<file path="src/rtl/bp_pkg.sv">
package bp_pkg;

    typedef enum logic [1:0] {
        CTR_STRONG_NT = 2'b00,
        CTR_WEAK_NT   = 2'b01,
        CTR_WEAK_T    = 2'b10,
        CTR_STRONG_T  = 2'b11
    } ctr_e;

    typedef struct packed {
        logic busy;
    } trk_state_t;

    // Saturating one-step move of a two-bit counter towards the outcome.
    function automatic logic [1:0] ctr_step(input logic [1:0] cur, input logic taken);
        logic [1:0] nxt;
        nxt = cur;
        if (taken) begin
            if (cur != 2'(CTR_STRONG_T)) nxt = cur + 2'd1;
        end else begin
            if (cur != 2'(CTR_STRONG_NT)) nxt = cur - 2'd1;
        end
        return nxt;
    endfunction

endpackage

</file>
<file path="src/rtl/bp_counter_table.sv">
module bp_counter_table
    import bp_pkg::*;
#(
    parameter int ENTRIES = 512,
    localparam int IDX_W  = $clog2(ENTRIES)
) (
    input  logic             clk,
    input  logic             rst_n,
    input  logic [IDX_W-1:0] rd_idx,
    output logic [1:0]       rd_ctr,
    input  logic             wr_en,
    input  logic [IDX_W-1:0] wr_idx,
    input  logic             wr_taken
);

    logic [1:0] tbl_q [ENTRIES];
    logic [1:0] tbl_d [ENTRIES];

    always_comb begin
        for (int i = 0; i < ENTRIES; i++) begin
            tbl_d[i] = tbl_q[i];
            if (wr_en && (wr_idx == IDX_W'(i))) begin
                tbl_d[i] = ctr_step(tbl_q[i], wr_taken);
            end
        end
    end

    always_ff @(posedge clk or negedge rst_n) begin
        if (!rst_n) begin
            for (int i = 0; i < ENTRIES; i++) tbl_q[i] <= 2'(CTR_WEAK_NT);
        end else begin
            for (int i = 0; i < ENTRIES; i++) tbl_q[i] <= tbl_d[i];
        end
    end

    // Read returns the registered value: a same-cycle write is not forwarded.
    assign rd_ctr = tbl_q[rd_idx];

    // saturation at the top
    a_r4_sat_high: assert property (@(posedge clk) disable iff (!rst_n)
        wr_en && wr_taken && (tbl_q[wr_idx] == 2'b11) |=> tbl_q[$past(wr_idx)] == 2'b11);
    // a taken update never lowers the counter
    a_r4_no_drop: assert property (@(posedge clk) disable iff (!rst_n)
        wr_en && wr_taken |=> tbl_q[$past(wr_idx)] >= $past(tbl_q[wr_idx]));
    // saturation at the bottom
    a_r5_sat_low: assert property (@(posedge clk) disable iff (!rst_n)
        wr_en && !wr_taken && (tbl_q[wr_idx] == 2'b00) |=> tbl_q[$past(wr_idx)] == 2'b00);
    // a not-taken update never raises the counter
    a_r5_no_rise: assert property (@(posedge clk) disable iff (!rst_n)
        wr_en && !wr_taken |=> tbl_q[$past(wr_idx)] <= $past(tbl_q[wr_idx]));

endmodule

</file>
<file path="src/rtl/bp_inflight_tracker.sv">
module bp_inflight_tracker
    import bp_pkg::*;
(
    input  logic clk,
    input  logic rst_n,
    input  logic req,
    input  logic release_i,
    output logic grant,
    output logic stall,
    output logic busy
);

    trk_state_t st_q, st_d;

    always_comb begin
        stall     = req && st_q.busy && !release_i;
        grant     = req && !stall;
        st_d      = st_q;
        st_d.busy = (st_q.busy && !release_i) || grant;
    end

    always_ff @(posedge clk or negedge rst_n) begin
        if (!rst_n) st_q <= '0;
        else        st_q <= st_d;
    end

    assign busy = st_q.busy;

    // a stall needs an outstanding branch
    a_r8_stall_needs_busy: assert property (@(posedge clk) disable iff (!rst_n)
        stall |-> busy);
    // a granted lookup leaves a branch outstanding
    a_r8_grant_marks: assert property (@(posedge clk) disable iff (!rst_n)
        grant |=> busy);
    // a resolve always lets a waiting lookup through
    a_r9_release_grants: assert property (@(posedge clk) disable iff (!rst_n)
        req && release_i |-> grant);
    // a resolve with no new lookup empties the tracker
    a_r9_release_clears: assert property (@(posedge clk) disable iff (!rst_n)
        release_i && !req |=> !busy);

endmodule

</file>
<file path="src/rtl/bp_direction_predictor.sv">
module bp_direction_predictor
    import bp_pkg::*;
#(
    parameter int ADDR_W   = 32,
    parameter int ENTRIES  = 512,
    parameter int IDX_LSB  = 2,
    localparam int IDX_W   = $clog2(ENTRIES),
    localparam int IDX_MSB = IDX_LSB + IDX_W - 1
) (
    input  logic              clk,
    input  logic              rst_n,
    input  logic              dyn_en,
    input  logic              lk_valid,
    input  logic [ADDR_W-1:0] lk_pc,
    input  logic              lk_hint,
    input  logic              rs_valid,
    input  logic [ADDR_W-1:0] rs_pc,
    input  logic              rs_taken,
    output logic              pred_valid,
    output logic              pred_taken,
    output logic              stall
);

    logic [IDX_W-1:0] lk_idx, rs_idx;
    logic [1:0]       lk_ctr;
    logic             grant, trk_busy, guess;
    logic             unused_pc_bits;

    assign lk_idx = lk_pc[IDX_MSB:IDX_LSB];
    assign rs_idx = rs_pc[IDX_MSB:IDX_LSB];
    assign unused_pc_bits = ^{lk_pc[ADDR_W-1:IDX_MSB+1], lk_pc[IDX_LSB-1:0],
                              rs_pc[ADDR_W-1:IDX_MSB+1], rs_pc[IDX_LSB-1:0], trk_busy};

    bp_counter_table #(.ENTRIES(ENTRIES)) u_table (
        .clk      (clk),
        .rst_n    (rst_n),
        .rd_idx   (lk_idx),
        .rd_ctr   (lk_ctr),
        .wr_en    (rs_valid),
        .wr_idx   (rs_idx),
        .wr_taken (rs_taken)
    );

    bp_inflight_tracker u_track (
        .clk       (clk),
        .rst_n     (rst_n),
        .req       (lk_valid),
        .release_i (rs_valid),
        .grant     (grant),
        .stall     (stall),
        .busy      (trk_busy)
    );

    always_comb begin
        guess      = dyn_en ? lk_ctr[1] : lk_hint;
        pred_valid = grant;
        pred_taken = grant && guess;
    end

    // granted and stalled are exclusive
    a_r8_valid_xor_stall: assert property (@(posedge clk) disable iff (!rst_n)
        !(pred_valid && stall));
    // no lookup, no output activity
    a_r11_idle_quiet: assert property (@(posedge clk) disable iff (!rst_n)
        !lk_valid |-> !pred_valid && !stall);
    // static mode follows the hint
    a_r6_static_hint: assert property (@(posedge clk) disable iff (!rst_n)
        pred_valid && !dyn_en |-> pred_taken == lk_hint);
    // a taken guess only ever comes with a grant
    a_r3_taken_needs_valid: assert property (@(posedge clk) disable iff (!rst_n)
        pred_taken |-> pred_valid);

endmodule

</file>
<file path="config.mk">
export PLATFORM = sky130hd
export DESIGN_NAME = bp_direction_predictor
export DESIGN_NICKNAME = d
export VERILOG_FILES = /design/src/rtl/bp_pkg.sv /design/src/rtl/bp_counter_table.sv /design/src/rtl/bp_inflight_tracker.sv /design/src/rtl/bp_direction_predictor.sv
export SDC_FILE = /design/constraint.sdc
export NUM_CORES = 2
export LEC_CHECK = 0
export BUFFER_PORTS_ARGS = -buffer_cell sky130_fd_sc_hd__clkbuf_2
export CORE_UTILIZATION = 55
export CTS_CLUSTER_DIAMETER = 50
export DETAILED_ROUTE_END_ITERATION = 8
export HOLD_SLACK_MARGIN = 0.08
export PLACE_DENSITY = 0.74
export SETUP_SLACK_MARGIN = 0.5
export SYNTH_ARGS = -nofsm -noshare
export SYNTH_HDL_FRONTEND = slang
export SYNTH_SLANG_ARGS = --single-unit
</file>
<file path="constraint.sdc">
create_clock -name clk -period 2.7 [get_ports clk]
set_input_delay 0.405 -clock clk [delete_from_list [all_inputs] [get_ports clk]]
set_output_delay 0.405 -clock clk [all_outputs]
set_load 0.02 [all_outputs]
</file>
* After elaboration in Yosys (flattened, before gate mapping)
Index checks and enable logic that the tools add are counted.
** Storage, ports and cells
- Bits of input ports :: 71
- Flip-flop bits (word level) :: 1025
- Output and inout port bits :: 3
** Operators by class
- Mux-type cells :: 1540
- Eq/ne operators :: 1535
- Magnitude comparators :: 1
- Add/subtract/negate cells :: 1024
- Bitwise logic cells :: 1
- Reduce and logical (&&, ||, !) cells :: 2057
** Operators by type and width (number)
- $mux W2 :: 1538
- $eq A9 B9 Y1 const B :: 256
- $reduce_bool A2 Y1 :: 1024
- $reduce_and A3 Y1 :: 512
- $eq A9 B8 Y1 const B :: 128
- $add A2 B1 Y2 const B :: 512
- $ne A2 B1 Y1 const B :: 512
- $ne A2 B2 Y1 const B :: 512
- $sub A2 B1 Y2 const B :: 512
- $eq A9 B7 Y1 const B :: 64
- $logic_and A1 B1 Y1 :: 517
- $eq A9 B6 Y1 const B :: 32
- $eq A9 B5 Y1 const B :: 16
- $eq A9 B4 Y1 const B :: 8
- $eq A9 B3 Y1 const B :: 4
- $bmux W2 S9 :: 1
- $eq A9 B2 Y1 const B :: 2
- $ge A10 B10 Y1 const B :: 1
- $not A9 Y10 :: 1
- $eq A9 B1 Y1 const B :: 1
- $logic_not A9 Y1 :: 1
- $logic_not A1 Y1 :: 2
- $logic_or A1 B1 Y1 :: 1
- $mux W1 :: 1

* Depth between registers and ports, before layout
- Depth after elaboration :: 6
- Mapped depth :: 11
- Mapped depth without buffers :: 7

* By module
A second synthesis with hierarchy kept.
** Unflattened totals
- Cells, all modules :: 7726
- Area total of the unflattened synthesis :: 63643.5 um2
** Modules (own cells, without submodules)
- bp_counter_table :: cells each 7718, instances 1, area each 63568.5 um2, sequential area each 26265.2 um2
- bp_inflight_tracker :: cells each 6, instances 1, area each 58.8 um2, sequential area each 25.0 um2
- bp_direction_predictor :: cells each 2, instances 1, area each 16.3 um2, sequential area each 0.0 um2

* Least setup slack after synthesis
Ideal clock, no wire load.
- Path kind :: input to output
- From :: in lk_pc[2]
- To :: out pred_taken
- Path slack :: -163 ps
- Required time :: 2295 ps
- Buffers on the path :: 4
- Stages on the path :: 11
- Data arrival time :: 2458 ps
- Cells stage by stage :: buf_6 -> buf_6 -> buf_4 -> buf_6 -> and2b_1 -> a32oi_1 -> o211ai_1 -> nand4_1 -> o311ai_0 -> a221oi_2 -> nor3_1
** On the way
- Longest elaborated chain between the ends :: 6
** Ends and longest elaborated chain
- start, declared :: line bp_direction_predictor.sv:14 : input logic [ADDR_W-1:0] lk_pc,
- $not A9 Y10 (implied by the code) :: line bp_counter_table.sv:37 : assign rd_ctr = tbl_q[rd_idx];
- $bmux W2 S9 :: line bp_counter_table.sv:37
- $mux W2 (implied by the code) (2 in series) :: line bp_counter_table.sv:37
- $mux W1 :: line bp_direction_predictor.sv:55 : guess = dyn_en ? lk_ctr[1] : lk_hint;
- $logic_and A1 B1 Y1 :: line bp_direction_predictor.sv:57 : pred_taken = grant && guess;
- end, declared :: line bp_direction_predictor.sv:20 : output logic pred_taken,
Every way passes these cells. The select of a mux whose other input is x is not followed.

* Worst setup path after layout
- From :: reg u_table.tbl_q[815] (netlist name)
- To :: out pred_taken
** On the way
- Longest elaborated chain between the ends :: 5
** Ends and longest elaborated chain
- start, declared :: line bp_counter_table.sv:16 : logic [1:0] tbl_q [ENTRIES];
- $bmux W2 S9 :: line bp_counter_table.sv:37
- $mux W2 (implied by the code) (2 in series) :: line bp_counter_table.sv:37
- $mux W1 :: line bp_direction_predictor.sv:55
- $logic_and A1 B1 Y1 :: line bp_direction_predictor.sv:57
Every way passes these cells. The select of a mux whose other input is x is not followed.

==> results.toml <==
[power_and_ir_drop]
seqPwrFrac = 0.424
netSwitchingFraction = 0.240
peakVddDrop_v = 0.000539
comb_power_share = 0.061
power_density_nw_per_um2 = 532
internal-power_mw = 27.7
clkPwrFrac = 0.515
p_leak_nw = 26.0
p_sw_mw = 8.76

[clock_network]
clk_pin_slew_ps = 60
cts-root-buf = "clkbuf_16"
clockBufferDepth = 3
htree_levels = 4
cts_buffers = 134
post_cts_buffers = 0
clock-sinks = 1025
tritoncts = "built"
clock_latency_ps = 750

[floorplanning]
die_h_um = 329
core-area_um2 = 106000
die_area_um2 = 108000
num_rows = 119
die_width_um = 329
io_pins = 74
start_util = 0.556

[final_layout]
final_cell_mix = "nor2_1 (1,416), o21ai_0 (984), a21oi_1 (831), nand2_1 (763), dfstp_2 (512)"
fin_nets = 7337
multi_input_area_um2 = 31300
drive_above_1_share = 0.193
final_util = 0.649
syn2layout_area_growth_pct = 16.7
mostFrequentLayoutCell = "nor2_1"
nFillCells = 8266
seqCellArea_um2 = 26300
final_cells = 8779

[sta]
rsz0062_at_grt = "yes"
worst_pin_slew_ps = 941
period_needed_ps = 3660
fmax_mhz = 273
relSlewSlack = 0.366
setup_viol = 1
min_period_over_period = 1.36
slew_viol_final = 0
setup_ws_ps = -960
hold_viol_final = 0
skew_ps = 27.4

[critical_path]
cpLargestDelayFamily = "simple AND/OR/NAND/NOR gates"
r2r_start = "u_table.tbl_q[812]$_DFFE_PN1P_"
required_ps = 2300
arrival_ps = 3260
cp_slowest_cell = "or4b_4"
critPathBufInv = 2
path_cells = "mux4_2, nor3_1, or4b_4, nor4_4, buf_4, a21oi_2, o211a_4, nor3_4, clkbuf_8"
r2r_slack_ps = 1550
ff2ff_path_depth = 3
crit_type = "reg -> out"
r2r_end = "u_table.tbl_q[813]$_DFFE_PN0P_"
cpPeakStageDelay_ps = 490
crit_fanout = 2
endpoint_kind = "output port"
cp-start-kind = "flip-flop"

[global_route]
antenna_found_initial = 10
overflow = 0
grt_usage = 0.327
grt_max_degree = 111
grt_first_pass_wirelength_mm = 278
first_global_vias = 50300

[logic_synthesis]
yosysSeqAreaShare = 0.448
synth_enable_flop_cells = 0
syn_area_um2 = 58700
ys.flop_type = "dfrtp_1"
synthCells = 6964
synth_seq_cells = 1025
syn_nets = 7035
synth.distinct_cells = 54
async_flop_share = 1.00
ys_warn_count = 0
avgSynthCellArea_um2 = 8.43

[routing]
dr.first_iter.drc_count = 6082
routedWlPerCell_um = 20.3
ant_nets = 0
dr_total_vias = 55600
drtPass1Iterations = 6
drt_wl_total_mm = 178
drc = 0
vias_per_cell = 6.34

[outcome]
outcome = "finished with violations"
violations = "setup timing"

[placed_design]
dpl.hpwl_mm = 117
io_buffers = 27
place_congestion = 0.945
dp.cells = 8519

[hold_path]
hp-class = "in -> reg"
holdCritStartpoint = "rs_taken"
hold_end = "u_table.tbl_q[78]$_DFFE_PN1P_"
holdPathStages = 3

[run]
maxCapViolCount = 0
[layer usage]
metal  track usage  part of all wire  vias to the layer above
li1              -                 -                    25800
met2         0.508              0.45                     2301
met4         0.143             0.044                        6
met1         0.448              0.41                    27100
met3        0.0613             0.090                      440
met5             0           0.00023                        -
[kinds of logic (layout without fill, tap and decap cells)]
family / Yosys count / count (layout) / share of synthesized area
AO/OA/AOI/OAI: 2113 / 2113 / 0.203
buffers and inverters: 343 / 757 / 0.0241
flip-flops: 1025 / 1025 / 0.448
multiplexers: 155 / 155 / 0.0541
other: 0 / 10 / 0
AND/OR/NAND/NOR: 3328 / 3328 / 0.271
[layout make-up]
type | instances | share of cell area
multi-input cells | 5596 | 0.456
flip-flops and latches | 1025 | 0.384
repair buffers | 501 | 0.0657
clock buffers | 190 | 0.0563
well taps | 1391 | 0.0254
clock inverters | 58 | 0.0117
inverters | 8 | 0.000438
diodes | 10 | 0.000365
[cell usage after synthesis, types with 14 or more instances]
master | number | area (um^2)
o21ai_0 | 986 | 4930
and3_1 | 235 | 1470
a221o_1 | 233 | 2330
buf_4 | 14 | 105
clkbuf_1 | 242 | 908
nand2b_1 | 19 | 119
nor3b_1 | 232 | 1740
dfstp_2 | 512 | 13500
nand3b_1 | 273 | 2050
or3_1 | 277 | 1730
dfrtp_1 | 513 | 12800
buf_2 | 23 | 115
mux2_2 | 17 | 191
buf_1 | 50 | 188
nor2b_1 | 15 | 93.8
nor2_1 | 1426 | 5350
a21oi_1 | 833 | 4170
nand2_1 | 769 | 2890
mux4_2 | 128 | 2880
nor3_1 | 24 | 120
nand3_1 | 31 | 155
[power groups by stage]
stage | Combinational, mW | Sequential (mW) | Clock (mW)
CTS | 2.22 | 15.4 | 19.0
global route | 2.41 | 15.4 | 19.6
floorplan | 1.06 | 15.7 | 0
finish | 2.24 | 15.4 | 18.8
detailed placement | 2.18 | 15.7 | 0
global placement | 2.14 | 15.7 | 0
[tightest hold or removal path, stage by stage]
cell and delay [ps]:
buf_8 270, nor2_1 180, nor2_1 50
[stage by stage]
stage | hold slack (ps) | setup slack (ps) | power, mW | cell area [um^2] | setup TNS, ps
2_1_floorplan | 109 | 36.7 | 16.8 | 58700 | 0
3_3_place_gp | 398 | -1130 | 17.8 | 63700 | -1130
6_report | 195 | -960 | 36.5 | 68500 | -960
4_1_cts | 144 | -943 | 36.6 | 68500 | -943
3_5_place_dp | 396 | -1130 | 17.9 | 63700 | -1130
5_1_grt | 206 | -1020 | 37.4 | 68500 | -1020
[sequential cells by signal, summed over array words and instances, names as in the netlist]
register / flops
u_table.tbl_q: 1024
u_track.busy: 1
[how the worst max path moves through the flow]
stage | cells past startpoint | endpoint | from
6_report | 9 | pred_taken | u_table.tbl_q[815]$_DFFE_PN0P_
5_1_grt | 7 | pred_taken | u_table.tbl_q[353]$_DFFE_PN0P_
4_1_cts | 8 | pred_taken | u_table.tbl_q[181]$_DFFE_PN0P_
3_5_place_dp | 11 | pred_taken | lk_pc[3]
3_3_place_gp | 11 | pred_taken | lk_pc[3]
2_1_floorplan | 9 | pred_taken | lk_pc[2]
[timing repair]
action,in CTS,in global routing
pin swaps,5,1
resized for setup,23,7
endpoints found under the hold margin,133,0
hold buffers,2,0
endpoints found under the setup margin,1,1
No activity file was read; power rests on OpenSTA's default activity.
